==> src/rtl/scl_gen_pkg.sv <==
package scl_gen_pkg;

    typedef enum logic [1:0] {
        PH_IDLE      = 2'd0,
        PH_LOW       = 2'd1,
        PH_WAIT_HIGH = 2'd2,
        PH_HIGH      = 2'd3
    } scl_phase_e;

    localparam int NUM_COUNT_REGS = 4;
    localparam int IDX_STD_HIGH   = 0;
    localparam int IDX_STD_LOW    = 1;
    localparam int IDX_FAST_HIGH  = 2;
    localparam int IDX_FAST_LOW   = 3;

    // total released cycles = count + HIGH_OVERHEAD (one seen-high cycle included)
    localparam int HIGH_OVERHEAD  = 8;
    localparam int HIGH_SEEN_CYC  = 1;
    // total driven-low cycles = count + LOW_OVERHEAD
    localparam int LOW_OVERHEAD   = 1;

    // timing targets in tenths of a microsecond
    localparam int T_FALL         = 3;
    localparam int T_STD_HIGH     = 40;
    localparam int T_STD_LOW      = 47;
    localparam int T_FAST_HIGH    = 6;
    localparam int T_FAST_LOW     = 13;
    localparam int HIGH_ADJUST    = 3;
    localparam int LOW_ADJUST     = 1;

    function automatic int round_cycles(input int clk_khz, input int tenths, input int adjust);
        int v;
        v = (clk_khz * tenths + 5000) / 10000 - adjust;
        return (v < 0) ? 0 : v;
    endfunction

    function automatic int default_count(input int clk_khz, input int idx);
        int v;
        case (idx)
            IDX_STD_HIGH:  v = round_cycles(clk_khz, T_STD_HIGH + T_FALL, HIGH_ADJUST);
            IDX_STD_LOW:   v = round_cycles(clk_khz, T_STD_LOW + T_FALL, LOW_ADJUST);
            IDX_FAST_HIGH: v = round_cycles(clk_khz, T_FAST_HIGH + T_FALL, HIGH_ADJUST);
            default:       v = round_cycles(clk_khz, T_FAST_LOW + T_FALL, LOW_ADJUST);
        endcase
        return v;
    endfunction

endpackage

==> src/rtl/scl_count_bank.sv <==
module scl_count_bank
    import scl_gen_pkg::*;
#(
    parameter int CNT_W   = 16,
    parameter int CLK_KHZ = 125000
) (
    input  logic             clk,
    input  logic             rst_n,
    input  logic             wr_en,
    input  logic [1:0]       wr_idx,
    input  logic [CNT_W-1:0] wr_data,
    input  logic             locked,
    input  logic             fast_sel,
    output logic [CNT_W-1:0] hcnt,
    output logic [CNT_W-1:0] lcnt
);

    logic [CNT_W-1:0] count_val [NUM_COUNT_REGS];

    generate
        for (genvar g = 0; g < NUM_COUNT_REGS; g++) begin : g_cnt
            localparam logic [CNT_W-1:0] RST_VAL = CNT_W'(default_count(CLK_KHZ, g));
            logic [CNT_W-1:0] val_q;
            logic             hit;

            assign hit = wr_en && !locked && (wr_idx == 2'(g));

            always_ff @(posedge clk or negedge rst_n) begin
                if (!rst_n) begin
                    val_q <= RST_VAL;
                end else if (hit) begin
                    val_q <= wr_data;
                end
            end

            assign count_val[g] = val_q;
        end
    endgenerate

    assign hcnt = fast_sel ? count_val[IDX_FAST_HIGH] : count_val[IDX_STD_HIGH];
    assign lcnt = fast_sel ? count_val[IDX_FAST_LOW]  : count_val[IDX_STD_LOW];

endmodule

==> src/rtl/scl_phase_ctrl.sv <==
module scl_phase_ctrl
    import scl_gen_pkg::*;
#(
    parameter int CNT_W = 16
) (
    input  logic             clk,
    input  logic             rst_n,
    input  logic             enable,
    input  logic             run,
    input  logic             speed_sel,
    input  logic             scl_in,
    input  logic [CNT_W-1:0] hcnt,
    input  logic [CNT_W-1:0] lcnt,
    output logic             mode_q,
    output logic             scl_oe,
    output logic             low_strobe,
    output logic             high_strobe
);

    localparam int CW = CNT_W + 1;
    localparam int HIGH_COUNTED = HIGH_OVERHEAD - HIGH_SEEN_CYC;   // cycles in PH_HIGH beyond hcnt

    scl_phase_e    state_q, state_d;
    logic [CW-1:0] cnt_q, cnt_d;
    logic          mode_d;

    logic [CW-1:0] low_last, low_mid, high_last, high_mid;
    logic          start_low;

    assign low_last  = {1'b0, lcnt} + CW'(LOW_OVERHEAD - 1);
    assign low_mid   = {1'b0, lcnt} >> 1;
    assign high_last = {1'b0, hcnt} + CW'(HIGH_COUNTED - 1);
    assign high_mid  = ({1'b0, hcnt} + CW'(HIGH_COUNTED)) >> 1;
    assign start_low = enable && run;

    // next state, counter and mode latch
    always_comb begin
        state_d = state_q;
        cnt_d   = cnt_q;
        mode_d  = mode_q;
        if (!enable) begin
            state_d = PH_IDLE;
            cnt_d   = '0;
        end else begin
            unique case (state_q)
                PH_IDLE: begin
                    if (start_low) begin
                        state_d = PH_LOW;
                        cnt_d   = '0;
                        mode_d  = speed_sel;
                    end
                end
                PH_LOW: begin
                    if (cnt_q == low_last) begin
                        state_d = PH_WAIT_HIGH;
                        cnt_d   = '0;
                    end else begin
                        cnt_d = cnt_q + 1'b1;
                    end
                end
                PH_WAIT_HIGH: begin
                    if (scl_in) begin
                        state_d = PH_HIGH;
                        cnt_d   = '0;
                    end
                end
                PH_HIGH: begin
                    if (cnt_q == high_last) begin
                        cnt_d = '0;
                        if (start_low) begin
                            state_d = PH_LOW;
                            mode_d  = speed_sel;
                        end else begin
                            state_d = PH_IDLE;
                        end
                    end else begin
                        cnt_d = cnt_q + 1'b1;
                    end
                end
                default: begin
                    state_d = PH_IDLE;
                    cnt_d   = '0;
                end
            endcase
        end
    end

    // state register
    always_ff @(posedge clk or negedge rst_n) begin
        if (!rst_n) begin
            state_q <= PH_IDLE;
            cnt_q   <= '0;
            mode_q  <= 1'b0;
        end else begin
            state_q <= state_d;
            cnt_q   <= cnt_d;
            mode_q  <= mode_d;
        end
    end

    // outputs
    always_comb begin
        scl_oe      = 1'b0;
        low_strobe  = 1'b0;
        high_strobe = 1'b0;
        unique case (state_q)
            PH_LOW: begin
                scl_oe     = 1'b1;
                low_strobe = (cnt_q == low_mid);
            end
            PH_HIGH: begin
                high_strobe = (cnt_q == high_mid);
            end
            default: begin
                scl_oe = 1'b0;
            end
        endcase
    end

endmodule

==> src/rtl/scl_period_gen.sv <==
module scl_period_gen
    import scl_gen_pkg::*;
#(
    parameter int CNT_W   = 16,
    parameter int CLK_KHZ = 125000
) (
    input  logic             clk,
    input  logic             rst_n,
    input  logic             enable,
    input  logic             run,
    input  logic             speed_sel,
    input  logic             cfg_we,
    input  logic [1:0]       cfg_idx,
    input  logic [CNT_W-1:0] cfg_wdata,
    input  logic             scl_in,
    output logic             scl_oe,
    output logic             low_strobe,
    output logic             high_strobe
);

    logic [CNT_W-1:0] hcnt_sel;
    logic [CNT_W-1:0] lcnt_sel;
    logic             mode_q;

    scl_count_bank #(
        .CNT_W   (CNT_W),
        .CLK_KHZ (CLK_KHZ)
    ) u_bank (
        .clk      (clk),
        .rst_n    (rst_n),
        .wr_en    (cfg_we),
        .wr_idx   (cfg_idx),
        .wr_data  (cfg_wdata),
        .locked   (enable),
        .fast_sel (mode_q),
        .hcnt     (hcnt_sel),
        .lcnt     (lcnt_sel)
    );

    scl_phase_ctrl #(
        .CNT_W (CNT_W)
    ) u_ctrl (
        .clk         (clk),
        .rst_n       (rst_n),
        .enable      (enable),
        .run         (run),
        .speed_sel   (speed_sel),
        .scl_in      (scl_in),
        .hcnt        (hcnt_sel),
        .lcnt        (lcnt_sel),
        .mode_q      (mode_q),
        .scl_oe      (scl_oe),
        .low_strobe  (low_strobe),
        .high_strobe (high_strobe)
    );

endmodule

==> config.mk <==
export PLATFORM = sky130hd
export DESIGN_NAME = scl_period_gen
export DESIGN_NICKNAME = d
export VERILOG_FILES = /design/src/rtl/scl_gen_pkg.sv /design/src/rtl/scl_count_bank.sv /design/src/rtl/scl_phase_ctrl.sv /design/src/rtl/scl_period_gen.sv
export SDC_FILE = /design/constraint.sdc
export NUM_CORES = 1
export LEC_CHECK = 0
export CAP_MARGIN = 20
export CELL_PAD_IN_SITES_DETAIL_PLACEMENT = 0
export CELL_PAD_IN_SITES_GLOBAL_PLACEMENT = 2
export CORE_MARGIN = 3
export CORE_UTILIZATION = 34
export CTS_CLUSTER_DIAMETER = 120
export CTS_CLUSTER_SIZE = 20
export DETAILED_ROUTE_END_ITERATION = 8
export PLACE_DENSITY = 0.71
export SYNTH_ARGS = -nofsm -noshare
export SYNTH_HDL_FRONTEND = slang
export SYNTH_SLANG_ARGS = --single-unit
==> constraint.sdc <==
create_clock -name clk -period 4.3 [get_ports clk]
set_input_delay 0.86 -clock clk [delete_from_list [all_inputs] [get_ports clk]]
set_output_delay 0.86 -clock clk [all_outputs]
set_load 0.02 [all_outputs]
Word level (Yosys, flattened, before mapping)
Index checks and enable logic that the tools add are counted.

word-level totals
  bits in registers = 84
  output and inout port bits = 3

cells by class
  add/sub/neg operators = 3
  equality and inequality tests = 15
  mux-type cells = 21
  reductions and logical operators = 13

operator list
  cell                                                   count
  two-way mux 17 bit                                     5
  case mux 17 bit (4 select lines)                       1
  adder 16 x 3 -> 17 bit, second input constant          2
  equality test 17 x 16 -> 1 bit                         2
  two-way mux 16 bit                                     2
  adder 17 x 1 -> 17 bit, second input constant          1
  equality test 17 x 15 -> 1 bit                         1
  equality test 17 bit                                   1
  two-way mux 2 bit                                      5
  inequality test 3 x 2 -> 1 bit, second input constant  3
  equality test 2 bit, second input constant             4
  case mux 2 bit (4 select lines)                        1
  logical AND 1 bit                                      6
  two-way mux 1 bit                                      6
  equality test 2 x 1 -> 1 bit, second input constant    2
  logical NOT 2 bit                                      2
  AND reduction 4 bit                                    1
  inequality test 3 bit, second input constant           1
  AND reduction 3 bit                                    1
  inequality test 2 x 1 -> 1 bit, second input constant  1
  case mux 1 bit (2 select lines)                        1
  AND reduction 2 bit                                    1
  nonzero test 2 bit                                     1
  logical NOT 1 bit                                      1

Depth between registers and ports, before layout
Gate-level depths: netlist of run 1.

  depth in word-level cells = 6
  gate-level depth with buffers = 13
  mapped depth without buffers = 10

Modules after synthesis
A second synthesis of run 1 with hierarchy kept.

unflattened totals
  cells, all modules = 505
  area, all modules = 5612.9 um^2

by module, submodules not included
  module          instances  cells each  area an instance (um^2)  sequential area each (um^2)
  scl_count_bank  1          174         2942.8                   1625.3
  scl_phase_ctrl  1          331         2670.1                   500.5

Worst setup path before layout of run 1
OpenSTA, ideal clock, no wires.

  path kind = register -> output
  from = register u_ctrl.mode_q
  to = output port high_strobe
  data arrival time = 2.817 ns
  data required time = 3.440 ns
  slack = 0.623 ns
  cell stages (with the launch flop) = 11
  path buffers = 3
  path through = dfrtp_1 -> buf_4 -> buf_6 -> buf_6 -> mux2i_1 -> ha_1 -> o21ai_1 -> and3_1 -> or3_1 -> a2111oi_0 -> and4_1

on the way
  cells in the longest elaborated chain, start to end = 4

ends and longest elaborated chain
  item                            RTL line               RTL
  start: declaration              scl_phase_ctrl.sv:14   output logic mode_q,
  start signal: assignment        scl_phase_ctrl.sv:97   mode_q <= mode_d;
  two-way mux 16 bit              scl_count_bank.sv:40   assign hcnt = fast_sel ? count_val[IDX_FAST_HIGH] : count_val[IDX_STD_HIGH];
  adder 16 x 3 -> 17 bit          scl_phase_ctrl.sv:33   assign high_mid = ({1'b0, hcnt} + CW'(HIGH_COUNTED)) >> 1;
  equality test 17 x 16 -> 1 bit  scl_phase_ctrl.sv:112  high_strobe = (cnt_q == high_mid);
  two-way mux 1 bit               scl_phase_ctrl.sv:106  unique case (state_q)
  end: declaration                scl_period_gen.sv:18   output logic high_strobe

No other way between the ends.

Final worst setup path of run 1
Same ends and word-level chain as after synthesis.

==> results.tsv, run 1 <==
metric	value	unit
ys flop type	dfrtp_1	
Crit Path Max Fanout	22	
chip width	137	um
post-synth top area cell	dfrtp_1	
Inserted Clock Buffers	9	
Area Overhead vs Synth	16.2	%
top cells by count, synth	mux2_2 (66), dfrtp_1 (65), xnor2_1 (56)	
top cell type's share of synthesized area	28.1	%
gr ovfl total	0	
clock sinks	84	
global-route wire length before repair	25200	um
layout cell share with drive strength beyond 1	27.7	%
final hold violation count	0	
htree depth	3	
drt initial violations	188	
Area contributors post-synth	dfrtp_1 (28%), mux2_2 (13%), dfstp_2 (8.6%)	
post-DR vias/cell	5.30	
Sw Ratio	38.6	%
final hold slack	0.506	ns
ANT nets after route	0	
Mapped Cells	550	
Worst Tran Pin Value	0.933	ns
post-synthesis sequential area ratio	36.7	%
GRT Total Usage	17.7	%
clk slew on worst S/H paths	0.06	ns
Max Cap Viol	0	
Core Util, Final	40.5	%
DRC	0	
Layout Skew	0.0105	ns
number of synthesized flops with an enable pin	0	
Hold WC Path Type	reg -> reg	
synth warn	0	
Max Buffers Root-to-Sink	2	
IO buf count	27	
HP Start	u_bank.g_cnt[3].val_q[15]	
f_max	245	MHz
Final Cell Area	0.00674	mm2
Initial DRT Pass Iterations	5	
initial antenna violation count	0	
placed cell count	787	
Gate power share	46.5	%
Max-slew headroom	37.8	%
Die Area	0.0187	mm2
syn avg cell area	10.5	um2
largest net degree at the start of global routing	70	
Worst EP required	3.44	ns
fin crit period	4.08	ns
CP startpoint	u_ctrl.mode_q	
final setup fails	0	
final net count	613	
switching pwr	0.00140	W
most used standard cell by instance count after synthesis	mux2_2	
io pins	28	
final estimated routing congestion in global placement	0.899	
Vias	4258	
Hold-fix buffers, CTS	0	
worst skew pair latency	0.35	ns
Final Cycle Share	94.8	%
num rows	47	
max-slew violations	0	
clock power share	22.2	%
setup tns final	0	ns
CP max stage cell	mux2i_1	
Reg-to-Reg Start	u_ctrl.mode_q	
PwrDens	539	mW/mm2
Synth async-reset ratio	100	%
leak pwr	2.69	nW
die height	137	um
internal power	0.00223	W
Post-DP Area	0.00640	mm2
Mapped Area	0.00580	mm2
status	complete, no violations	
critical path startpoint category	flip-flop	
post-DP HPWL	11700	um
worst path cell trace	buf_12 > buf_12 > buf_4 > mux2i_1 > and2b_1 > mux2_2 > o21ai_0 > o21ai_0 > and4_1 > dlygate4sd2_1	
RSZ-0062 raised after global routing	no	
FF+latch count, synth	84	
drt total wl	15500	um
critical path type	reg -> out	
per-cell routed wire length	19.3	um
share of power burned in registers	31.2	%
Worst path max stage delay	0.52	ns
post-layout instance count excluding filler cells	804	
ant diodes	0	
syn_nets	584	
maximum VDD drop	0.235	mV
Netlist cell types	73	
core area	0.0166	mm2
vias in the first global route	4457	
Arr. time, crit path	3.22	ns
Worst setup EP type	output pin	
Root Buffer	clkbuf_16	
TritonCTS clock tree	done	
initial core utilization	34.8	%
-- path summary, 6_finish.rpt --
kind	slack, ns	end	cells after the start
setup reg to reg	0.70	u_ctrl.cnt_q[4]	11
setup / recovery	0.22	high_strobe	10
min in group asynchronous	0.62	u_ctrl.state_q[1]	1
max in group asynchronous	2.89	u_bank.g_cnt[1].val_q[12]	2
hold reg to reg	0.51	u_bank.g_cnt[3].val_q[15]	1
hold / removal	0.51	u_bank.g_cnt[3].val_q[15]	1
-- power by group through the flow --
stage | logic, W | clock network (W) | registers, W
floorplan | 0.00132 | 0 | 0.00109
global placement | 0.00165 | 0 | 0.00115
detailed placement | 0.00167 | 0 | 0.00115
CTS | 0.00170 | 0.000826 | 0.00113
global route | 0.00185 | 0.000873 | 0.00116
finish | 0.00169 | 0.000807 | 0.00114
-- sequential cells by signal, summed over array words and instances (netlist names) --
register            flops
u_ctrl.mode_q           1
u_ctrl.cnt_q           17
u_bank.g_cnt.val_q     64
u_ctrl.state_q          2
-- worst max-delay path, delay by kind of cell (launching register included) --
| kind | cells | cell delay (ns) |
|---|---|---|
| buf+inv | 4 | 0.91 |
| mux | 2 | 0.77 |
| flops | 1 | 0.48 |
| simple gates | 2 | 0.44 |
| compound gates | 2 | 0.25 |
-- cells in the final DEF, fill, tap and decap left out, types with 4 or more instances in the layout --
| cell | Yosys | layout |
|---|---|---|
| o22ai_1 | 4 | 4 |
| a21oi_1 | 7 | 7 |
| nor2_1 | 12 | 12 |
| dfrtp_1 | 65 | 64 |
| clkbuf_16 | 0 | 9 |
| xnor2_1 | 56 | 56 |
| nor4_1 | 6 | 6 |
| a211oi_1 | 8 | 8 |
| o221ai_1 | 5 | 5 |
| nor3_1 | 11 | 10 |
| ha_1 | 9 | 9 |
| nand2_1 | 41 | 41 |
| o211ai_1 | 11 | 11 |
| xor2_1 | 20 | 20 |
| mux2i_2 | 6 | 9 |
| and2_1 | 5 | 5 |
| inv_1 | 14 | 14 |
| nand4_1 | 11 | 11 |
| nand3_1 | 20 | 20 |
| clkdlybuf4s50_1 | 0 | 24 |
| o21ai_0 | 6 | 6 |
| nand3b_1 | 9 | 9 |
| buf_4 | 1 | 25 |
| dfstp_2 | 19 | 19 |
| mux2_2 | 66 | 66 |
| a2bb2oi_1 | 4 | 4 |
| nor2b_1 | 12 | 12 |
| mux2i_1 | 26 | 23 |
| and3_1 | 6 | 6 |
| nand2b_1 | 4 | 4 |
-- through the flow --
step | total power (W) | setup slack, ns
finish | 0.00363 | 0.223
CTS | 0.00366 | 0.0265
global placement | 0.00280 | 0.250
global route | 0.00388 | 0.00549
floorplan | 0.00240 | 0.623
detailed placement | 0.00282 | 0.200
-- layer usage --
layer | vias up | part of all wire, % | GRT usage, %
met5 | - | 0 | 0
met4 | 0 | 1.9 | 5.43
met3 | 22 | 5.2 | 3.24
met2 | 76 | 47 | 27.7
met1 | 2118 | 46 | 24.8
li1 | 2042 | - | -
-- cells by family after synthesis --
logic type / Yosys count / synth area share, %
flip-flops: 84 / 36.7
buffers and inverters: 50 / 4.29
XOR/XNOR: 76 / 11.5
adder cells (fa/ha/maj): 9 / 1.94
AND/OR/NAND/NOR: 155 / 15.4
multiplexers: 100 / 19.5
AO/OA/AOI/OAI: 76 / 10.7
-- timing repair --
| action | CTS | global route |
|---|---|---|
| buffers inserted | 1 | 0 |
| resized for setup | 4 | 3 |
| endpoints found under the hold margin | 0 | 0 |
| setup endpoints to repair | 2 | 1 |
-- final cells by class --
class	instances	area, um2
clock buffers	10	239
well taps	220	275
inverters	15	57.6
repair buffers	53	489
flip-flops and latches	84	2130
clock inverters	6	71.3
multi-input cells	416	3480
fillers	1632	9900
No activity file was read; power rests on OpenSTA's default activity.
==> run 2: changes to the inputs <==
--- a/config.mk
+++ b/config.mk
@@ -8,7 +8,7 @@
 export CAP_MARGIN = 20
 export CELL_PAD_IN_SITES_DETAIL_PLACEMENT = 0
 export CELL_PAD_IN_SITES_GLOBAL_PLACEMENT = 2
-export CORE_MARGIN = 3
+export CORE_MARGIN = 2
 export CORE_UTILIZATION = 34
 export CTS_CLUSTER_DIAMETER = 120
 export CTS_CLUSTER_SIZE = 20
==> run 2 against run 1 <==
  * Critical path depth decreased by 2
  * Utilization increased by 0.27 points
  * Flip-flop and latch count unchanged
  * Non-clock buffer count increased by 2
  * Via count increased by 0.38%
  * Clock-buffer cell count decreased by 1
  * Sequential power about the same
  * Design area increased by 0.67%
  * Fmax decreased by 0.70%
==> results.tsv, run 2 (synthesis results as in run 1) <==
metric	value	unit	change
Worst EP required	3.44	ns	about the same
IO buf count	27		unchanged
Top Usage Layer GRT	met2		unchanged
maximum VDD drop	0.219	mV	was 0.235 mV
final net count	615		was 613
commonest non-fill, non-tap cells in the layout	mux2_2 (66), dfrtp_1 (64), xnor2_1 (56)		unchanged
layout cell share with drive strength beyond 1	27.6	%	was 27.7%
final estimated routing congestion in global placement	0.850		was 0.899
per-cell routed wire length	19.4	um	was 19.3 um
CP max stage cell	clkdlybuf4s50_1		was mux2i_1
post-DP HPWL	11800	um	was 11700 um
Post-DP Area	0.00639	mm2	was 0.00640 mm2
Largest Register	u_bank.g_cnt.val_q		unchanged
gr ovfl total	0		unchanged
max reg flops	64		unchanged
global-route wire length before repair	25200	um	about the same
DRC	0		unchanged
leak pwr	2.70	nW	was 2.69 nW
pre-CTS WS	-0.0829	ns	was 0.200 ns
final hold violation count	0		unchanged
Arr. time, crit path	3.25	ns	was 3.22 ns
Root Buffer	clkbuf_16		unchanged
CP startpoint	u_ctrl.mode_q		unchanged
critical path startpoint category	flip-flop		unchanged
critical path type	reg -> out		unchanged
core area	0.0166	mm2	unchanged
final setup fails	0		unchanged
Largest regs	u_bank.g_cnt.val_q (64), u_ctrl.cnt_q (17), u_ctrl.state_q (2)		unchanged
Final Cycle Share	95.5	%	was 94.8%
placed cell count	786		was 787
Inserted Clock Buffers	9		unchanged
die height	135	um	was 137 um
Layout Skew	0.0123	ns	was 0.0105 ns
HP Start	u_bank.g_cnt[1].val_q[14]		was u_bank.g_cnt[3].val_q[15]
M3 GR Usage	3.42	%	was 3.24%
vias in the first global route	4453		was 4457
clk slew on worst S/H paths	0.06	ns	about the same
max-slew violations	0		unchanged
post-layout instance count excluding filler cells	806		was 804
drt total wl	15700	um	was 15500 um
drt initial violations	200		was 188
TritonCTS clock tree	done		unchanged
worst path cell trace	buf_4 > bufbuf_16 > mux2i_2 > xnor2_1 > nor4_1 > nand4_1 > nor3_1 > clkdlybuf4s50_1		was buf_12 > buf_12 > buf_4 > mux2i_1 > and2b_1 > mux2_2 > o21ai_0 > o21ai_0 > and4_1 > dlygate4sd2_1
ant diodes	0		unchanged
final hold slack	0.506	ns	about the same
Worst path max stage delay	0.67	ns	was 0.52 ns
Initial DRT Pass Iterations	4		was 5
RSZ-0062 raised after global routing	no		unchanged
met2 GRT Util	31.1	%	was 27.7%
initial core utilization	34.8	%	unchanged
chip width	135	um	was 137 um
status	complete, no violations		unchanged
Max Buffers Root-to-Sink	2		unchanged
Hold-fix buffers, CTS	0		unchanged
f_max	244	MHz	was 245 MHz
commonest non-fill, non-tap cell in the layout	mux2_2		unchanged
htree depth	3		unchanged
Die Area	0.0181	mm2	was 0.0187 mm2
GRT Total Usage	18.3	%	was 17.7%
ANT nets after route	0		unchanged
largest net degree at the start of global routing	63		was 70
PwrDens	542	mW/mm2	was 539 mW/mm2
Vias	4274		was 4258
Max Cap Viol	0		unchanged
initial antenna violation count	0		unchanged
fin crit period	4.11	ns	was 4.08 ns
Max-slew headroom	41.3	%	was 37.8%
post-DR vias/cell	5.30		about the same
worst skew pair latency	0.35	ns	about the same
Reg-to-Reg Start	u_ctrl.mode_q		unchanged
io pins	28		unchanged
M1 GR Usage	24.3	%	was 24.8%
final worst slack	0.194	ns	was 0.223 ns
Area Overhead vs Synth	17.0	%	was 16.2%
Worst Tran Pin Value	0.879	ns	was 0.933 ns
Crit Path Max Fanout	25		was 22
num rows	47		unchanged
Worst setup EP type	output pin		unchanged
clock sinks	84		unchanged
Final Cell Area	0.00678	mm2	was 0.00674 mm2
Hold WC Path Type	reg -> reg		unchanged
==> run 2: timing repair <==
action / in CTS / in global routing
gates cloned: 1 / 0
gates resized for setup: 7 / 0
endpoints found under the setup margin: 1 / 1
setup buffers: 0 / 3
==> run 2: layout make-up <==
class | count | area [um2]
clock buffers | 9 | 225
clock inverters | 7 | 82.6
fillers | 1643 | 9860
inverters | 15 | 57.6
multi-input cells | 416 | 3490
flip-flops and latches | 84 | 2130
well taps | 220 | 275
repair buffers | 55 | 522
==> run 2: final timing paths <==
check,slack (ns),end,cells past startpoint
setup / recovery,0.19,low_strobe,8
hold / removal,0.51,u_bank.g_cnt[1].val_q[14],1
setup reg to reg,0.78,u_ctrl.cnt_q[4],10
hold reg to reg,0.51,u_bank.g_cnt[1].val_q[14],1
max in group asynchronous,2.86,u_bank.g_cnt[1].val_q[9],2
min in group asynchronous,0.57,u_ctrl.state_q[1],1
==> run 2: critical path: cells and delay by family, from the launching register on <==
kind	cells	cell delay, ns
and+or+nand+nor	3	0.72
DFF	1	0.48
buffers and inverters	3	1.17
xor gates and xnor gates	1	0.12
muxes	1	0.40
==> run 2: per-stage QoR <==
stage	power [W]	util [%]	setup TNS, ns
finish	0.00368	40.8	0
global route	0.00393	40.8	0
floorplan	0.00240	-	0
global placement	0.00278	38.3	-0.0682
CTS	0.00369	40.6	0
detailed placement	0.00280	38.4	-0.0829
==> run 2: layer usage <==
layer  wire length, um  part of all wire [%]
met1              7240                    46
met5                 0                     0
met3               606                   3.9
met4               192                   1.2
met2              7610                    49
==> run 2: power by group <==
group          internal (W)  switching [W]
Combinational      0.000814       0.000922
Clock              0.000460       0.000345
Sequential         0.000974       0.000163
Total               0.00225        0.00143
==> run 3: changes to the inputs <==
--- a/config.mk
+++ b/config.mk
@@ -13,7 +13,8 @@
 export CTS_CLUSTER_DIAMETER = 120
 export CTS_CLUSTER_SIZE = 20
 export DETAILED_ROUTE_END_ITERATION = 8
-export PLACE_DENSITY = 0.71
+export DONT_BUFFER_PORTS = 1
+export PLACE_DENSITY = 0.68
 export SYNTH_ARGS = -nofsm -noshare
 export SYNTH_HDL_FRONTEND = slang
 export SYNTH_SLANG_ARGS = --single-unit
==> constraint.sdc (replaced) <==
create_clock -name clk -period 4.3 [get_ports clk]
set_input_delay 0.86 -clock clk [delete_from_list [all_inputs] [get_ports clk]]
set_output_delay 0.86 -clock clk [all_outputs]
set_load 0.005 [all_outputs]
==> run 3 against run 2 <==
  * Hold slack lost 0.31 ns
  * Power shrank 4.9%
  * Clock-buffer cell count grew 1
  * Largest power group unchanged
==> results.tsv, run 3 (synthesis results as in run 1) <==
metric	value	unit	change
Root Buffer	clkbuf_16		unchanged
total power	0.00350	W	was 0.00368 W
final setup fails	0		unchanged
Hold WC Path Type	in -> async		was reg -> reg
drt initial violations	242		was 200
Worst path max stage delay	0.58	ns	was 0.67 ns
initial antenna violation count	0		unchanged
layout cell share with drive strength beyond 1	25.8	%	was 27.6%
vias in the first global route	4256		was 4453
TritonCTS clock tree	done		unchanged
io pins	28		unchanged
status	complete, no violations		unchanged
worst path cell trace	mux2i_1 > ha_1 > o21ai_1 > and3_1 > or3_1 > a2111oi_1 > and4_1		was buf_4 > bufbuf_16 > mux2i_2 > xnor2_1 > nor4_1 > nand4_1 > nor3_1 > clkdlybuf4s50_1
post-layout instance count excluding filler cells	759		was 806
initial core utilization	34.8	%	unchanged
Largest regs	u_bank.g_cnt.val_q (64), u_ctrl.cnt_q (17), u_ctrl.state_q (2)		unchanged
Initial DRT Pass Iterations	4		unchanged
global-route wire length before repair	24900	um	was 25200 um
Max-slew headroom	34.5	%	was 41.3%
Die Area	0.0181	mm2	unchanged
maximum VDD drop	0.322	mV	was 0.219 mV
Area Overhead vs Synth	8.50	%	was 17.0%
ANT nets after route	0		unchanged
Arr. time, crit path	3.16	ns	was 3.25 ns
placed cell count	743		was 786
Worst Tran Pin Value	0.981	ns	was 0.879 ns
critical path startpoint category	flip-flop		unchanged
Inserted Clock Buffers	9		unchanged
drt total wl	15300	um	was 15700 um
IO buf count	0		was 27
post-DR vias/cell	5.35		was 5.30
Vias	4063		was 4274
setup tns final	0	ns	unchanged
clk slew on worst S/H paths	0.07	ns	was 0.06 ns
ant diodes	0		unchanged
Worst setup EP type	output pin		unchanged
WP buf/inv	0		was 3
critical path type	reg -> out		unchanged
chip width	135	um	unchanged
PwrDens	556	mW/mm2	was 542 mW/mm2
Largest Register	u_bank.g_cnt.val_q		unchanged
pre-CTS WS	0.319	ns	was -0.0829 ns
DRC	0		unchanged
max reg flops	64		unchanged
Worst EP required	3.44	ns	about the same
RSZ-0062 raised after global routing	no		unchanged
Crit Path Max Fanout	22		was 25
final worst slack	0.279	ns	was 0.194 ns
Layout Skew	0.0115	ns	was 0.0123 ns
final estimated routing congestion in global placement	0.853		was 0.850
f_max	249	MHz	was 244 MHz
per-cell routed wire length	20.2	um	was 19.4 um
clock sinks	84		unchanged
post-DP HPWL	11100	um	was 11800 um
Final Cell Area	0.00629	mm2	was 0.00678 mm2
commonest non-fill, non-tap cell in the layout	mux2_2		unchanged
Final Cycle Share	93.5	%	was 95.5%
Post-DP Area	0.00598	mm2	was 0.00639 mm2
Max Buffers Root-to-Sink	2		unchanged
fin crit period	4.02	ns	was 4.11 ns
Max Cap Viol	0		unchanged
Post CTS Setup Buffer Count	0		unchanged
final net count	568		was 615
core area	0.0166	mm2	unchanged
die height	135	um	unchanged
worst skew pair latency	0.35	ns	about the same
GRT Total Usage	18.3	%	about the same
CP max stage cell	dfrtp_4		was clkdlybuf4s50_1
R2R setup slack	0.71	ns	was 0.78 ns
htree depth	3		unchanged
leak pwr	2.46	nW	was 2.70 nW
num rows	47		unchanged
max-slew violations	0		unchanged
delay-heaviest family, CP	simple AND/OR/NAND/NOR gates		was buffers and inverters
gr ovfl total	0		unchanged
final hold violation count	0		unchanged
commonest non-fill, non-tap cells in the layout	mux2_2 (66), dfrtp_1 (64), xnor2_1 (56)		unchanged
largest net degree at the start of global routing	85		was 63
[run 3: power by group]
group	total (W)	internal (W)	switching [W]	leakage (nW)
clock network	0.000811	0.000456	0.000355	0.140
logic	0.00152	0.000686	0.000837	1.31
registers	0.00116	0.000976	0.000186	1.01
total	0.00350	0.00212	0.00138	2.46
[run 3: final cells by class]
type / instances / area (um2)
timing repair buffer: 8 / 60.1
clock buffer: 10 / 229
fill: 1660 / 10400
clock inverter: 6 / 71.3
inverter: 15 / 57.6
multi-input combinational: 416 / 3470
sequential: 84 / 2130
tap: 220 / 275
[run 3: worst paths after layout]
path / startpoint / end / cells past startpoint
max: u_ctrl.mode_q / high_strobe / 7
min: rst_n / u_ctrl.cnt_q[4] / 0
max reg2reg: u_ctrl.mode_q / u_ctrl.cnt_q[4] / 8
min reg2reg: u_bank.g_cnt[3].val_q[3] / u_bank.g_cnt[3].val_q[3] / 1
max in group asynchronous: rst_n / u_bank.g_cnt[1].val_q[9] / 0
min in group clk: u_bank.g_cnt[3].val_q[3] / u_bank.g_cnt[3].val_q[3] / 1
[run 3: metrics by stage]
stage	hold WS (ns)	util (%)
detailed placement	0.495	35.9
global route	0.177	37.8
floorplan	0.479	-
finish	0.197	37.8
CTS	0.184	37.8
global placement	0.489	35.9
[run 3: repair_timing]
item,CTS,global route
endpoints found under the setup margin,1,1
resized for setup,2,2
hold buffers,0,0
pin swaps,0,0
[run 3: layer usage]
layer	track usage, %	wire length, um
met1	25.0	7320
met5	0	0
met2	30.0	7400
met3	4.32	486
met4	3.16	119
[run 3: worst register-to-register path, delay by kind of cell (launching register included)]
kind | cells | cell delay (ns)
flip-flops | 1 | 0.58
AND/OR/NAND/NOR | 1 | 0.39
buffers and inverters | 1 | 0.48
AO/OA/AOI/OAI | 4 | 1.31
multiplexers | 1 | 0.54
XOR/XNOR | 1 | 0.17
